==> config.mk <==
export PLATFORM = sky130hd
export DESIGN_NAME = clamp_bypass_gate
export DESIGN_NICKNAME = d
export VERILOG_FILES = /design/src/rtl/clamp_bypass_gate.sv
export SDC_FILE = /design/constraint.sdc
export NUM_CORES = 1
export LEC_CHECK = 0
export BUFFER_PORTS_ARGS = -buffer_cell sky130_fd_sc_hd__clkbuf_2
export CORE_UTILIZATION = 45
export DETAILED_ROUTE_END_ITERATION = 6
export PLACE_DENSITY_LB_ADDON = 0.08
export SYNTH_ARGS = -nofsm -noshare
export SYNTH_HDL_FRONTEND = slang
export SYNTH_SLANG_ARGS = --single-unit
==> constraint.sdc <==
create_clock -name clk -period 4.4 [get_ports clk]
set_clock_uncertainty 0.15 [all_clocks]
set_input_delay 0.22 -clock clk [delete_from_list [all_inputs] [get_ports clk]]
set_output_delay 0.22 -clock clk [all_outputs]
set_load 0.005 [all_outputs]
==> src/rtl/clamp_bypass_gate.sv <==
module clamp_bypass_gate #(
  parameter int DATA_W      = 8,
  parameter int HCNT_W      = 11,
  parameter int LINE_W      = 10,
  parameter int STEP        = 99,
  parameter int BASE        = 0,
  parameter int WIN_LEN     = 16,
  parameter int LINE_LAST   = 625,
  parameter int LINE_FIRST  = 1,
  parameter int LUMA_BLACK  = 16,
  parameter int CHROMA_ZERO = 128,
  parameter int POS_RESET   = 1
) (
  input  logic              clk,
  input  logic              rst_n,
  input  logic [HCNT_W-1:0] h_cnt,
  input  logic [LINE_W-1:0] line_num,
  input  logic [DATA_W-1:0] direct_in,
  input  logic [DATA_W-1:0] delayed_in,
  input  logic [3:0]        clamp_pos,
  input  logic              gate_en,
  input  logic              is_chroma,
  output logic [DATA_W-1:0] video_out,
  output logic              bypass
);

  localparam int HW = HCNT_W + 1;

  logic [3:0]    pos_q;
  logic [3:0]    pos_eff;
  logic          line_start;
  logic          quiet_line;
  logic [HW-1:0] win_lo, win_hi, h_ext;
  logic          in_win;
  logic [DATA_W-1:0] sel, gated;

  assign line_start = (h_cnt == '0);
  assign pos_eff    = line_start ? clamp_pos : pos_q;
  assign quiet_line = (line_num == LINE_W'(LINE_LAST)) || (line_num == LINE_W'(LINE_FIRST));

  assign h_ext  = {1'b0, h_cnt};
  assign win_lo = HW'(BASE) + HW'(pos_eff) * HW'(STEP);
  assign win_hi = win_lo + HW'(WIN_LEN);
  assign in_win = !quiet_line && (h_ext >= win_lo) && (h_ext < win_hi);

  assign sel   = in_win ? direct_in : delayed_in;
  assign gated = is_chroma ? DATA_W'(CHROMA_ZERO) : DATA_W'(LUMA_BLACK);

  always_ff @(posedge clk) begin
    if (!rst_n) begin
      pos_q     <= 4'(POS_RESET);
      video_out <= '0;
      bypass    <= 1'b0;
    end else begin
      if (line_start) pos_q <= clamp_pos;
      video_out <= gate_en ? gated : sel;
      bypass    <= in_win;
    end
  end

  assert_pos_hold_R9: assert property (@(posedge clk) disable iff (!rst_n)
    (h_cnt != '0) |=> $stable(pos_q));

  assert_quiet_line_R5: assert property (@(posedge clk) disable iff (!rst_n)
    (line_num == LINE_W'(LINE_LAST) || line_num == LINE_W'(LINE_FIRST)) |=> !bypass);

  assert_gate_luma_R6: assert property (@(posedge clk) disable iff (!rst_n)
    (gate_en && !is_chroma) |=> (video_out == DATA_W'(LUMA_BLACK)));

  assert_gate_chroma_R7: assert property (@(posedge clk) disable iff (!rst_n)
    (gate_en && is_chroma) |=> (video_out == DATA_W'(CHROMA_ZERO)));

  assert_quiet_delayed_R4: assert property (@(posedge clk) disable iff (!rst_n)
    (!gate_en && line_num == LINE_W'(LINE_FIRST)) |=> (video_out == $past(delayed_in)));

  assert_open_direct_R3: assert property (@(posedge clk) disable iff (!rst_n)
    (bypass && !$past(gate_en)) |-> (video_out == $past(direct_in)));

endmodule

==> run summary <==
Seq/Total Area, Yosys: 0.177
Crit-path cells: clkbuf_2, nor4_4, nand3_2, mux2_4, ha_4, ha_4, ha_4, nand4_1, a21oi_2, xnor2_2, nand3b_1, nor3_2, xnor2_2, ha_2, a2111oi_4, buf_4, a31oi_4, a2111o_1, o311a_1
Period utilization: 0.965
Placer Congestion: 0.820
P_leak: 1.17 nW
Global-route wire length before repair: 5700 um
Final core occ: 0.798
Routed wl met3: 124 um
Logic pwr share: 0.330
Switching power: 0.0867 mW
Final hold viol count: 0
Pre-CTS setup slack: -0.360 ns
Top-area cell type share of the netlist area: 0.239
Number of global-route vias before repair: 1,357
Avg Cell Area, Syn: 8.83 um2
Minimum clock period: 4.25 ns
Max-cap violations: 0
EDFF count, synth: 0
Post-detail-place hpwl: 3190 um
Top cells by area, synth: ha_1, dfxtp_1, nand2_1
Critical Path Source Type: input port
Clk buf depth: 2
Pwr Total: 0.298 mW
Post-synthesis xor/xnor area fraction: 0.0589
Slew headroom: 0.539
CTS root buffer: clkbuf_4
P_int: 0.212 mW
Reg-to-reg slack, setup: 0.41 ns
Sequential Power Share: 0.417
Final net count: 341
Total gr overflow: 0
CP max stage cell: a2111o_1
Nature of the critical path endpoint: register
H-tree depth: 1
CTS clk-pin slew, worst paths: 0.08 ns
Antenna-violating nets left: 0
Die area: 3490 um2
Layout Cells excl Fill: 311
Status: finished, final reports clean
Worst setup margin: 0.155 ns
Area growth, synth to finish: 67.6%
Iteration-0 DRC Markers: 44
Vias: 1,624
Worst-margin pin slew: 0.689 ns
Max Slew Vio Count: 0
Die Wd: 59.1 um
Initial antenna violation count: 0
Slowest stage delay, CP: 0.43 ns
Starting Density: 0.476
Asr flop ratio synth: 0
Worst R2R Start: pos_q[2]
Predominant post-synthesis flop cell: dfxtp_1
Number of remaining DRC errors: 0
Most used cell, CP: ha_4
Wire per inst: 12.9 um
Switching Fraction: 0.291
DR vias/cell: 5.22
First-pass detailed-route iteration total: 4
Critical path endpoint: video_out[4]
Post-Syn Nets: 239
CTS Buf Count: 3
Maximum VDD drop: 0.205 mV
Post-synthesis cell type count: 42
Crit-path max FO: 6
Routed WL: 4000 um
Final setup viols: 0
WP data required: 4.43 ns
Clk Latency, worst-skew pair: 0.29 ns
Post-synthesis cell count: 166
Inst Count DP: 299
Fmax: 236 MHz
IO buf count: 53
Largest family of logic cells by synthesized area: adder cells
Simple-gate share of the synthesized area: 0.201
Post-synthesis cell area: 1470 um2
Vert. Die Dim: 59.1 um
WHS: 0.00469 ns
Pin count of the biggest net entering global routing: 13
Tot GR Track Use: 0.222
Hold crit path type: in2reg
Dominant cell type by area after synthesis: ha_1
Compound-Gate Fraction of Synth Area: 0.205
Worst Setup SP: h_cnt[7]
Worst R2R End: video_out[4]
Yosys reg bits: 13
Arrival time of the worst setup path: 4.27 ns
I/O pins: 54
CTS sink cnt: 13
Multiplexer share of the synthesized area: 0.0708
Yosys Warn Count: 0
Diodes inserted: 0
Highest routed layer: met4
Adder-Cell Fraction of Synth Area: 0.239
Core Area: 3080 um2
Rows: 20
Worst reg2reg path depth: 17
Met2 Wirelength: 2100 um
Met1 Routed Length: 1700 um
Worst Setup Path Type: in2reg
Cell Pwr Density: 121 nW/um2
Share of post-route cells with drive strength above 1: 0.539
Power share of the clock group: 0.254
CTS tree: yes
sequential cells by signal (all words and copies together), names as in the netlist:
name and cells:
bypass 1, video_out 8, pos_q 4
Yosys cell counts (all sizes together) (4+ instances only):
cell	n
ha	28
nor2	5
mux2i	7
a21oi	13
a21o	4
xnor2	5
nand2	19
inv	15
xor2	4
nor4	4
dfxtp	13
worst min path at each step:
stage	startpoint	to	slack, ns	depth (start not counted)
finish	direct_in[1]	video_out[1]	0.005	3
global route	direct_in[1]	video_out[1]	0.01	3
CTS	delayed_in[2]	video_out[2]	0.002	3
detailed placement	direct_in[5]	video_out[5]	0.31	3
global placement	delayed_in[5]	video_out[5]	0.30	3
floorplan	rst_n	bypass	0.19	1
power groups by stage:
stage                     registers [mW]  logic, mW  clock network (mW)
after detailed placement           0.127     0.0826                   0
after CTS                          0.124     0.0880              0.0779
after global placement             0.127     0.0799                   0
after floorplan                    0.128     0.0377                   0
final                              0.124     0.0984              0.0757
after global routing               0.125      0.107              0.0811
logic make-up after synthesis:
| group | count (synthesis) |
|---|---|
| and+or+nand+nor | 51 |
| AOI/OAI and AO/OA | 38 |
| adders and majority gates | 28 |
| buffers and inverters | 17 |
| DFF | 13 |
| muxes | 10 |
| xor gates and xnor gates | 9 |
repair_timing:
action                                 CTS  global route
pin swaps                                1            23
setup endpoints to repair                9             9
endpoints found under the hold margin    0             1
cloned                                   0             0
buffers inserted                         1             6
gates resized for setup                  2            36
hold buffers                             0             1
cell usage in the layout, fill, tap and decap left out, drive strengths merged, types with 2 or more instances in the layout:
cell,netlist,layout
mux2,3,3
a21o,4,4
dfxtp,13,13
a21oi,13,13
clkbuf,1,54
ha,28,28
o21ai,3,3
o21a,2,2
o311a,2,2
mux2i,7,7
a31oi,2,2
nand2,19,19
nor2b,3,3
xor2,4,4
nor2,5,5
a2111o,3,3
a211oi,2,2
nand4,3,3
nand2b,2,2
nor3,3,3
inv,15,15
xnor2,5,5
nand3,3,3
buf,1,47
nor4,4,4
and2,3,3
through the flow:
| step | instance area, um2 | TNS [ns] |
|---|---|---|
| floorplan | 1570 | 0 |
| global placement | 2160 | -2.62 |
| detailed placement | 2160 | -3.01 |
| CTS | 2210 | 0 |
| global route | 2460 | -0.0826 |
| finish | 2460 | 0 |
final cells by class:
type	count	area [um2]
clock buffers	3	22.5
clock inverters	1	5.00
fillers	226	621
inverters	15	56.3
multi-input cells	136	1410
flip-flops and latches	13	260
well taps	44	55.1
repair buffers	99	646
critical path, delay by kind of cell:
| family | cells | cell delay [ns] |
|---|---|---|
| AO/OA/AOI/OAI | 5 | 1.16 |
| multiplexers | 1 | 0.37 |
| buffers and inverters | 2 | 0.29 |
| AND/OR/NAND/NOR | 5 | 1.11 |
| adder cells (fa/ha/maj) | 4 | 0.92 |
| XOR/XNOR | 2 | 0.20 |
per-layer routing:
layer / vias to the layer above / GRT usage
li1: 816 / -
met1: 756 / 0.259
met2: 41 / 0.404
met3: 11 / 0.0349
met4: 0 / 0.0816
met5: - / 0
No activity file was read; power rests on OpenSTA's default activity.
